==> config.mk <==
export PLATFORM = sky130hd
export DESIGN_NAME = cmd_stream_check
export DESIGN_NICKNAME = d
export VERILOG_FILES = /design/src/rtl/cmd_check_pkg.sv /design/src/rtl/cmd_len_decode.sv /design/src/rtl/cmd_budget_check.sv /design/src/rtl/cmd_stream_check.sv
export SDC_FILE = /design/constraint.sdc
export NUM_CORES = 1
export LEC_CHECK = 0
export BUFFER_PORTS_ARGS = -buffer_cell sky130_fd_sc_hd__buf_2
export CAP_MARGIN = 30
export CORE_MARGIN = 1.5
export CORE_UTILIZATION = 42
export DETAILED_ROUTE_END_ITERATION = 16
export SLEW_MARGIN = 20
export SYNTH_ARGS = -nofsm -noshare
export SYNTH_HDL_FRONTEND = slang
export SYNTH_SLANG_ARGS = --single-unit
export TNS_END_PERCENT = 10
==> constraint.sdc <==
create_clock -name clk -period 7.2 [get_ports clk]
set_input_delay 0.72 -clock clk [delete_from_list [all_inputs] [get_ports clk]]
set_output_delay 0.72 -clock clk [all_outputs]
set_load 0.005 [all_outputs]
==> src/rtl/cmd_check_pkg.sv <==
package cmd_check_pkg;

  localparam int LEN_W = 18;

  typedef enum logic [2:0] {
    S_IDLE,
    S_HDR,
    S_PAY,
    S_PAD,
    S_DRAIN,
    S_FIN
  } seq_state_t;

  // Instruction length in dwords; zero marks an illegal header.
  function automatic logic [LEN_W-1:0] hdr_len(input logic [31:0] h);
    logic [LEN_W-1:0] n;
    n = '0;
    case (h[31:29])
      3'd0: if (h[28:23] == 6'd0 || h[28:23] == 6'd4) n = LEN_W'(1);
      3'd2: n = LEN_W'(h[7:0]) + LEN_W'(2);
      3'd3: begin
        if (h[28:24] <= 5'h18 || h[28:24] == 5'h1C) begin
          n = LEN_W'(1);
        end else if (h[28:24] == 5'h1D) begin
          case (h[23:16])
            8'd3:    n = LEN_W'(h[4:0]) + LEN_W'(2);
            8'd4:    n = LEN_W'(h[3:0]) + LEN_W'(2);
            default: n = LEN_W'(h[15:0]) + LEN_W'(2);
          endcase
        end else if (h[28:24] == 5'h1E) begin
          n = h[23] ? LEN_W'(h[15:0]) + LEN_W'(1) : LEN_W'(1);
        end else if (h[28:24] == 5'h1F) begin
          if (!h[23])               n = LEN_W'(h[16:0]) + LEN_W'(2);
          else if (!h[17])          n = LEN_W'(2);
          else if (h[15:0] != 16'd0) n = ((LEN_W'(h[15:0]) + LEN_W'(1)) >> 1) + LEN_W'(1);
        end
      end
      default: n = '0;
    endcase
    return n;
  endfunction

  // True when a submission of cnt dwords leaves room in the ring.
  function automatic logic fits_ring(input logic [31:0] cnt, input int unsigned ring_bytes);
    logic [63:0] need;
    need = ({32'd0, cnt} + 64'd1) << 2;
    return need < (64'(ring_bytes) - 64'd8);
  endfunction

endpackage

==> src/rtl/cmd_len_decode.sv <==
module cmd_len_decode
  import cmd_check_pkg::*;
(
  input  logic [31:0]      hdr,
  output logic [LEN_W-1:0] len,
  output logic             legal
);
  assign len   = hdr_len(hdr);
  assign legal = (len != '0);
endmodule

==> src/rtl/cmd_budget_check.sv <==
module cmd_budget_check
  import cmd_check_pkg::*;
#(
  parameter int CNT_W      = 16,
  parameter int RING_BYTES = 4096
) (
  input  logic [CNT_W-1:0] cnt,
  output logic             ok
);
  assign ok = fits_ring(32'(cnt), RING_BYTES);
endmodule

==> src/rtl/cmd_stream_check.sv <==
module cmd_stream_check
  import cmd_check_pkg::*;
#(
  parameter int CNT_W      = 16,
  parameter int RING_BYTES = 4096
) (
  input  logic             clk,
  input  logic             rst_n,
  input  logic             start,
  input  logic [CNT_W-1:0] total_cnt,
  input  logic             in_valid,
  input  logic [31:0]      in_data,
  output logic             in_ready,
  output logic             out_valid,
  output logic [31:0]      out_data,
  input  logic             out_ready,
  output logic             done,
  output logic             err
);
  localparam int SUM_W = ((CNT_W > LEN_W) ? CNT_W : LEN_W) + 1;

  seq_state_t       state_q;
  logic [CNT_W-1:0] cnt_q, idx_q;
  logic [LEN_W-1:0] rem_q;
  logic             err_q;

  logic [LEN_W-1:0] dec_len;
  logic             dec_legal, budget_ok;

  cmd_len_decode u_dec (.hdr(in_data), .len(dec_len), .legal(dec_legal));

  cmd_budget_check #(.CNT_W(CNT_W), .RING_BYTES(RING_BYTES)) u_budget (
    .cnt(total_cnt), .ok(budget_ok)
  );

  // Named events for the checker.
  logic hdr_fits, hdr_ok, last_in;
  logic hdr_take, hdr_bad, pay_take, drain_take;
  logic pad_cycle, drain_cycle;

  assign hdr_fits    = (SUM_W'(idx_q) + SUM_W'(dec_len)) <= SUM_W'(cnt_q);
  assign hdr_ok      = dec_legal && hdr_fits;
  assign last_in     = (SUM_W'(idx_q) + SUM_W'(1)) == SUM_W'(cnt_q);
  assign hdr_take    = (state_q == S_HDR) && in_valid && hdr_ok && out_ready;
  assign hdr_bad     = (state_q == S_HDR) && in_valid && !hdr_ok;
  assign pay_take    = (state_q == S_PAY) && in_valid && out_ready;
  assign drain_take  = (state_q == S_DRAIN) && in_valid;
  assign pad_cycle   = (state_q == S_PAD);
  assign drain_cycle = (state_q == S_DRAIN);

  always_comb begin
    in_ready = 1'b0;
    case (state_q)
      S_HDR:   in_ready = hdr_ok ? out_ready : 1'b1;
      S_PAY:   in_ready = out_ready;
      S_DRAIN: in_ready = 1'b1;
      default: in_ready = 1'b0;
    endcase
  end

  assign out_valid = ((state_q == S_HDR) && in_valid && hdr_ok) ||
                     ((state_q == S_PAY) && in_valid) || pad_cycle;
  assign out_data  = pad_cycle ? 32'd0 : in_data;
  assign done      = (state_q == S_FIN);
  assign err       = err_q;

  seq_state_t tail_state;
  assign tail_state = cnt_q[0] ? S_PAD : S_FIN;

  always_ff @(posedge clk or negedge rst_n) begin
    if (!rst_n) begin
      state_q <= S_IDLE;
      cnt_q   <= '0;
      idx_q   <= '0;
      rem_q   <= '0;
      err_q   <= 1'b0;
    end else begin
      case (state_q)
        S_IDLE: if (start) begin
          cnt_q <= total_cnt;
          idx_q <= '0;
          err_q <= !budget_ok;
          if (total_cnt == '0)  state_q <= S_FIN;
          else if (!budget_ok)  state_q <= S_DRAIN;
          else                  state_q <= S_HDR;
        end
        S_HDR: begin
          if (hdr_take) begin
            idx_q <= idx_q + 1'b1;
            rem_q <= dec_len - LEN_W'(1);
            if (dec_len != LEN_W'(1)) state_q <= S_PAY;
            else if (last_in)         state_q <= tail_state;
          end else if (hdr_bad) begin
            idx_q   <= idx_q + 1'b1;
            err_q   <= 1'b1;
            state_q <= last_in ? S_FIN : S_DRAIN;
          end
        end
        S_PAY: if (pay_take) begin
          idx_q <= idx_q + 1'b1;
          rem_q <= rem_q - LEN_W'(1);
          if (rem_q == LEN_W'(1)) state_q <= last_in ? tail_state : S_HDR;
        end
        S_DRAIN: begin
          if (idx_q == cnt_q) state_q <= S_FIN;
          else if (drain_take) begin
            idx_q <= idx_q + 1'b1;
            if (last_in) state_q <= S_FIN;
          end
        end
        S_PAD:   if (out_ready) state_q <= S_FIN;
        S_FIN:   state_q <= S_IDLE;
        default: state_q <= S_IDLE;
      endcase
    end
  end

endmodule

Word-level counts from Yosys, hierarchy flattened. Cells that the tools add are included.

Logic and storage cells: 125. Bits of input ports: 53. Latch bits: 0. RAM bits: 0. Register bits: 54. Memories: 0. Output and inout bits: 36. ROM bits: 0.

Multiplexer cells: 45. Reduce and logical (&&, ||, !) cells: 28. Bitwise operators: 0. Div/mod/pow operators: 0. $lt $le $gt $ge: 3. Shifts and indexed selects: 0. Eq/ne operators: 31. Add/sub/neg operators: 13. Multiply operators: 0.

Operator list (count): $mux 18 (10); $mux 16 (6); $pmux 18 s2 (2); $lt 64x12->1 const B (1); $pmux 16 s4 (1); $pmux 18 s3 (1); $add 16x1->17 const B (3); $mux 3 (15); $sub 18x1->18 const B (2); $mux 32 (1); $eq 5x5->1 const B (4); $add 16x18->19 (1); $le 19x16->1 (1); $add 17x1->18 const B (1); $add 17x2->18 const B (1); $eq 18x1->1 const B (1); $ne 18x1->1 const B (1); $reduce_bool 18->1 (1); $add 16x2->17 const B (1); $eq 17x16->1 (1); $add 16x1->16 const B (1); $eq 16x16->1 (1); $logic_not 16->1 (1); $ne 2x2->1 const B (8); other kinds (31) (54).

Depth between registers and ports, before layout.
Word-level depth: 18. Depth in mapped cells: 35. Depth with buffers taken out: 34.

Hierarchy. Synthesis repeated with hierarchy kept, for this count alone.

Cells, all modules: 1032. Area total of the unflattened synthesis: 7587.3 um^2.

By module, submodules not included: cmd_stream_check (seq. area each 1351.3 um^2, cells each 690, times used 1, area each 5342.6 um^2); cmd_len_decode (seq. area each 0.0 um^2, cells each 314, times used 1, area each 2024.4 um^2); cmd_budget_check (seq. area each 0.0 um^2, cells each 28, times used 1, area each 220.2 um^2).

Worst setup path after synthesis. No wires, ideal clock.

Path type: input-to-output. Start: input port in_data[2]. End: output port in_ready. Data required time: 6480 ps. Path slack: -278 ps. Data arrival time: 6758 ps. Path buffers: 1. Cell stages on the path: 30. Path through: buf_2 -> nor4b_1 -> a41oi_1 -> nand3_1 -> o22ai_1 -> a21oi_1 -> inv_1 -> ha_1 -> fa_1 -> a21o_1 -> a21oi_1 -> nor2b_1 -> o211ai_1 -> nand2_1 -> maj3_1 -> a31o_2 -> a21o_1 -> a21oi_1 -> xnor2_1 -> ha_1 -> a21o_1 -> a21oi_1 -> o21ai_0 -> a2111oi_0 -> nor2_1 -> a2111oi_0 -> o21ai_0 -> and2_1 -> nor2_1 -> o31ai_1.

Longest elaborated chain between the ends: 15. Elaborated cells between the ends (all ways): 24. Those cells by class: add/sub (8); order compare (1); mux (12); reduce/logical (3).

Ends and longest elaborated chain: from (decl) (RTL line cmd_stream_check.sv:12) `input logic [31:0] in_data,`; $add 16x1->17 (RTL line cmd_check_pkg.sv:31, cmd_check_pkg.sv:35); $add 17x1->18 (RTL line cmd_check_pkg.sv:35) `else if (h[15:0] != 16'd0) n = ((LEN_W'(h[15:0]) + LEN_W'(1)) >> 1) + LEN_W'(1);`; $mux 18 (RTL line cmd_check_pkg.sv:35); $mux 18 (RTL line cmd_check_pkg.sv:34) `else if (!h[17]) n = LEN_W'(2);`; $mux 18 (RTL line cmd_check_pkg.sv:33) `if (!h[23]) n = LEN_W'(h[16:0]) + LEN_W'(2);`; $mux 18 (RTL line cmd_check_pkg.sv:32) `end else if (h[28:24] == 5'h1F) begin`; $mux 18 (RTL line cmd_check_pkg.sv:30) `end else if (h[28:24] == 5'h1E) begin`; $mux 18 (RTL line cmd_check_pkg.sv:24) `end else if (h[28:24] == 5'h1D) begin`; $mux 18 (RTL line cmd_check_pkg.sv:22) `if (h[28:24] <= 5'h18 || h[28:24] == 5'h1C) begin`; $pmux 18 s3 (*) (RTL line cmd_check_pkg.sv:18) `case (h[31:29])`; $add 16x18->19 (RTL line cmd_stream_check.sv:41) `assign hdr_fits = (SUM_W'(idx_q) + SUM_W'(dec_len)) <= SUM_W'(cnt_q);`; $le 19x16->1 (RTL line cmd_stream_check.sv:41); $logic_and 1x1->1 (*) (RTL line cmd_stream_check.sv:42) `assign hdr_ok = dec_legal && hdr_fits;`; $mux 1 (*) (RTL line cmd_stream_check.sv:54) `S_HDR: in_ready = hdr_ok ? out_ready : 1'b1;`; $pmux 1 s3 (*) (RTL line cmd_stream_check.sv:53) `case (state_q)`; to (decl) (RTL line cmd_stream_check.sv:13) `output logic in_ready,`.

Mark *: on every way between the ends. The rest lies on a longest branch, timed or not.

Final worst setup path.
Start: input port in_data[9]. End: output port in_ready.

Longest elaborated chain between the ends: 15. Elaborated cells between the ends (all ways): 21. Those cells by class: add/sub (5); order compare (1); mux (12); reduce/logical (3).

Ends and longest elaborated chain (RTL line): $add 16x1->17 (cmd_check_pkg.sv:31, cmd_check_pkg.sv:35); $add 17x1->18 (cmd_check_pkg.sv:35); $mux 18 (cmd_check_pkg.sv:35); $mux 18 (cmd_check_pkg.sv:34); $mux 18 (cmd_check_pkg.sv:33); $mux 18 (cmd_check_pkg.sv:32); $mux 18 (cmd_check_pkg.sv:30); $mux 18 (*) (cmd_check_pkg.sv:24); $mux 18 (*) (cmd_check_pkg.sv:22); $pmux 18 s3 (*) (cmd_check_pkg.sv:18); $add 16x18->19 (cmd_stream_check.sv:41); $le 19x16->1 (cmd_stream_check.sv:41); $logic_and 1x1->1 (*) (cmd_stream_check.sv:42); $mux 1 (*) (cmd_stream_check.sv:54); $pmux 1 s3 (*) (cmd_stream_check.sv:53).

Marked as above.

==> results.md <==
* Hpwl dp at a little over 20,000 um
* 1st-iter DRT viols at roughly 840
* NetSw at 0.799 mW
* Part of the Yosys area used for sequential elements at a little under a fifth
* Vias in the first global route at 7,778
* CTS HTree Levels at 2
* Avg WL per Cell at approximately 18 um
* Via Count at approximately 8,600
* VDD IR max at slightly above 0.2 mV
* Sw Ratio at 45.4%
* Slew headroom at 41.3%
* FILL cells at approximately 1,600
* Synth cell types at 86
* DR vias/cell at between 5 and 6
* Synth Area per Inst at 7.37 um^2
* Worst Clk Skew at between 10 and 15 ps
* Syn Inst Count at around 1,000
* CP max stage delay at between 400 and 500 ps
* Post-Route WL at ~26,000 um
* Core ar. at approximately 17,000 um^2
* Status: finished, final reports clean
* Top-level I/O count at a little under 90
* Mux cell area share after synthesis at under 10%
* First-pass GRT wire length at 40,800 um
* Die Y at around 140 um
* Main combinational cell family by area after synthesis: simple AND/OR/NAND/NOR gates
* CP max-delay cell: a2111oi_4
* Final antenna-violating net count at 0
* Crit path launch type: input port
* Clock Latency Late Sink at approximately 320 ps
* Hold Fails Final Rpt at 0
* CTS Root Cell: clkbuf_16
* Area growth, synth to finish at 34.1%
* Drt first pass iters at 5
* Tot GR Track Use at around 28%
* P_leak at approximately 4.3 nW
* RSZ-0062 raised after global routing: true
* Most frequent cells in the layout: buf_4 (184), nand2_1 (99), buf_2 (85)
* Critical path endpoint category: primary output
* YS warnings at 0
* Worst-path fanout max at 2
* Initial antenna violation count at 0
* Starting Density at between 40% and 50%
* Global route total overflow at 0
* Hold-fix buffers, CTS at 0
* Clock power frac at between 10% and 20%
* CP required at 6480 ps
* Clk sinks at between 50 and 60
* Final Cell Area at about 10,000 um^2
* Register share of total power at a little under a third
* Comb pwr share at a little over half
* Die width at roughly 140 um
* Top cell by count, worst path: a21oi_2
* Power Density at around 180 nW/um^2
* Drt drc at 0
* Crit path kind: in2out
* Hold WC Path Type: reg2reg
* Tightest Pin Transition at a little under 900 ps
* Max Clk Rate at about 140 MHz
* # nets final at approximately 1,300
* Tot Pwr at ~1.8 mW
* Post-synthesis compound-gate area fraction at about a quarter
* Post-synth ARST share at 100%
* Port Buffers at approximately 90
* CTS Buf Count at 5
* # rows at 48
* Period Utilization, post-route at between 90% and 100%
* Final setup fails at 0
* Worst path arrival time at 6480 ps
* Fin. max-slew vios at 0
* CTS tree: built
* Post-Syn Area at 7490 um^2
* ANT cells at 0
* Dpl cell area at 9360 um^2
* Post-synthesis register bit count at 54
* Synth Area in Adders at 7.55%
* Largest net degree at the start of global routing at between 50 and 60
* Post-synth EDFFs at 0
* Layout cells sized above 1 at between 30% and 40%
* Clk slew on worst S/H paths at 80 ps
* Commonest non-fill, non-tap cell in the layout: buf_4
* Simple-Gate Fraction of Synth Area at ~33%
* P_int at 0.960 mW
* CTS Buffer Depth at 2
* Total die area at around 19,000 um^2
* Post-Syn Nets at roughly 1,100
* Post-Synth XOR/XNOR Area at 11.5%
* GP Congestion at 0.973
* Period minus WS final at just over 7000 ps
* Max-Cap Viols at 0
* Synth Flop Type: dfrtp_1
## worst max-delay path: cells and delay by family
| family | cells | cell delay [ps] |
|---|---|---|
| AOI/OAI and AO/OA | 16 | 2790 |
| adders and majority gates | 4 | 1130 |
| and+or+nand+nor | 8 | 1010 |
| buffers and inverters | 5 | 700 |
| xor gates and xnor gates | 1 | 140 |
## kinds of logic after synthesis
logic type / count (synthesis)
DFF: 54
AOI/OAI and AO/OA: 265
muxes: 10
xor gates and xnor gates: 98
adders and majority gates: 45
and+or+nand+nor: 452
buffers and inverters: 93
## power by group through the flow
stage	combinational (mW)	clock [mW]	sequential, mW
2_1_floorplan	0.628	0	0.493
3_3_place_gp	0.868	0	0.550
3_5_place_dp	0.885	0	0.551
4_1_cts	0.898	0.264	0.546
5_1_grt	1.05	0.279	0.567
6_report	0.945	0.263	0.552
## area by class of cell
| class | instances | area (um^2) | area share, % |
|---|---|---|---|
| Multi-Input combinational cell | 870 | 6200 | 61.7 |
| Inverter | 43 | 166 | 1.66 |
| Clock buffer | 5 | 125 | 1.25 |
| Tap cell | 225 | 282 | 2.80 |
| Sequential cell | 54 | 1350 | 13.5 |
| Timing Repair Buffer | 275 | 1900 | 18.9 |
| Clock inverter | 3 | 26.3 | 0.262 |
## flip-flops by register name, indices dropped and copies added, names as in the netlist
register  cells
idx_q        16
state_q       3
err           1
rem_q        18
cnt_q        16
## timing repair
item,in CTS,in global routing
setup endpoints to repair,34,39
pin swaps,8,54
resized for setup,19,79
buffers inserted,2,14
## synthesized netlist by cell type, types with 6 or more instances
| cell type | number | share of area (%) |
|---|---|---|
| nand2_1 | 100 | 5.0 |
| nor2_1 | 82 | 4.1 |
| xnor2_1 | 64 | 7.5 |
| o21ai_0 | 63 | 4.2 |
| a21oi_1 | 59 | 3.9 |
| dfrtp_1 | 54 | 18 |
| nand3_1 | 48 | 3.2 |
| inv_1 | 43 | 2.2 |
| ha_1 | 42 | 7.0 |
| and2_1 | 40 | 3.3 |
| clkbuf_1 | 38 | 1.9 |
| xor2_1 | 34 | 4.0 |
| nor3_1 | 32 | 2.1 |
| nor4_1 | 23 | 1.9 |
| nand4_1 | 21 | 1.8 |
| or3_1 | 15 | 1.3 |
| o211ai_1 | 13 | 1.3 |
| a211oi_1 | 12 | 1.2 |
| nand2b_1 | 12 | 1.0 |
| o31ai_1 | 12 | 1.2 |
| a21o_1 | 11 | 1.1 |
| buf_2 | 10 | 0.67 |
| nor2b_1 | 9 | 0.75 |
| a31oi_1 | 8 | 0.67 |
| and3_1 | 8 | 0.67 |
| nor3_2 | 8 | 1.1 |
| o22ai_1 | 8 | 0.67 |
| or4_1 | 8 | 0.80 |
| mux2i_1 | 7 | 0.94 |
| and4_1 | 6 | 0.70 |
| nor3b_1 | 6 | 0.60 |
| o221a_2 | 6 | 0.90 |
## metal layers
metal | up-vias | part of all wire [%] | GRT usage [%] | routed length [um]
met3 | 34 | 5.3 | 2.85 | 1410
met5 | - | 0 | 0 | 0
met1 | 4053 | 46 | 39.6 | 12200
li1 | 4219 | - | - | -
met4 | 0 | 1.8 | 6.80 | 466
met2 | 301 | 46 | 44.4 | 12200
## through the flow
stage	utilization, %	setup slack, ps	std cells	TNS, ps	hold WS (ps)
6_report	57.9	1.65	1475	0	513
5_1_grt	57.9	-295	1475	-887	555
4_1_cts	55.3	15.4	1461	0	514
3_5_place_dp	53.9	-668	1451	-14740	495
3_3_place_gp	53.9	-432	1450	-5530	492
2_1_floorplan	-	60.8	1017	0	424
## final timing paths
kind / from / to / slack, ps / cells past startpoint
max: in_data[9] / in_ready / 2 / 34
min: rem_q[12] / rem_q[12] / 510 / 2
max reg2reg: idx_q[0] / rem_q[4] / 1410 / 28
min reg2reg: rem_q[12] / rem_q[12] / 510 / 2
max in group asynchronous: rst_n / idx_q[9] / 6180 / 2
min in group asynchronous: rst_n / state_q[2] / 540 / 2
(Power assumes the default switching activity.)
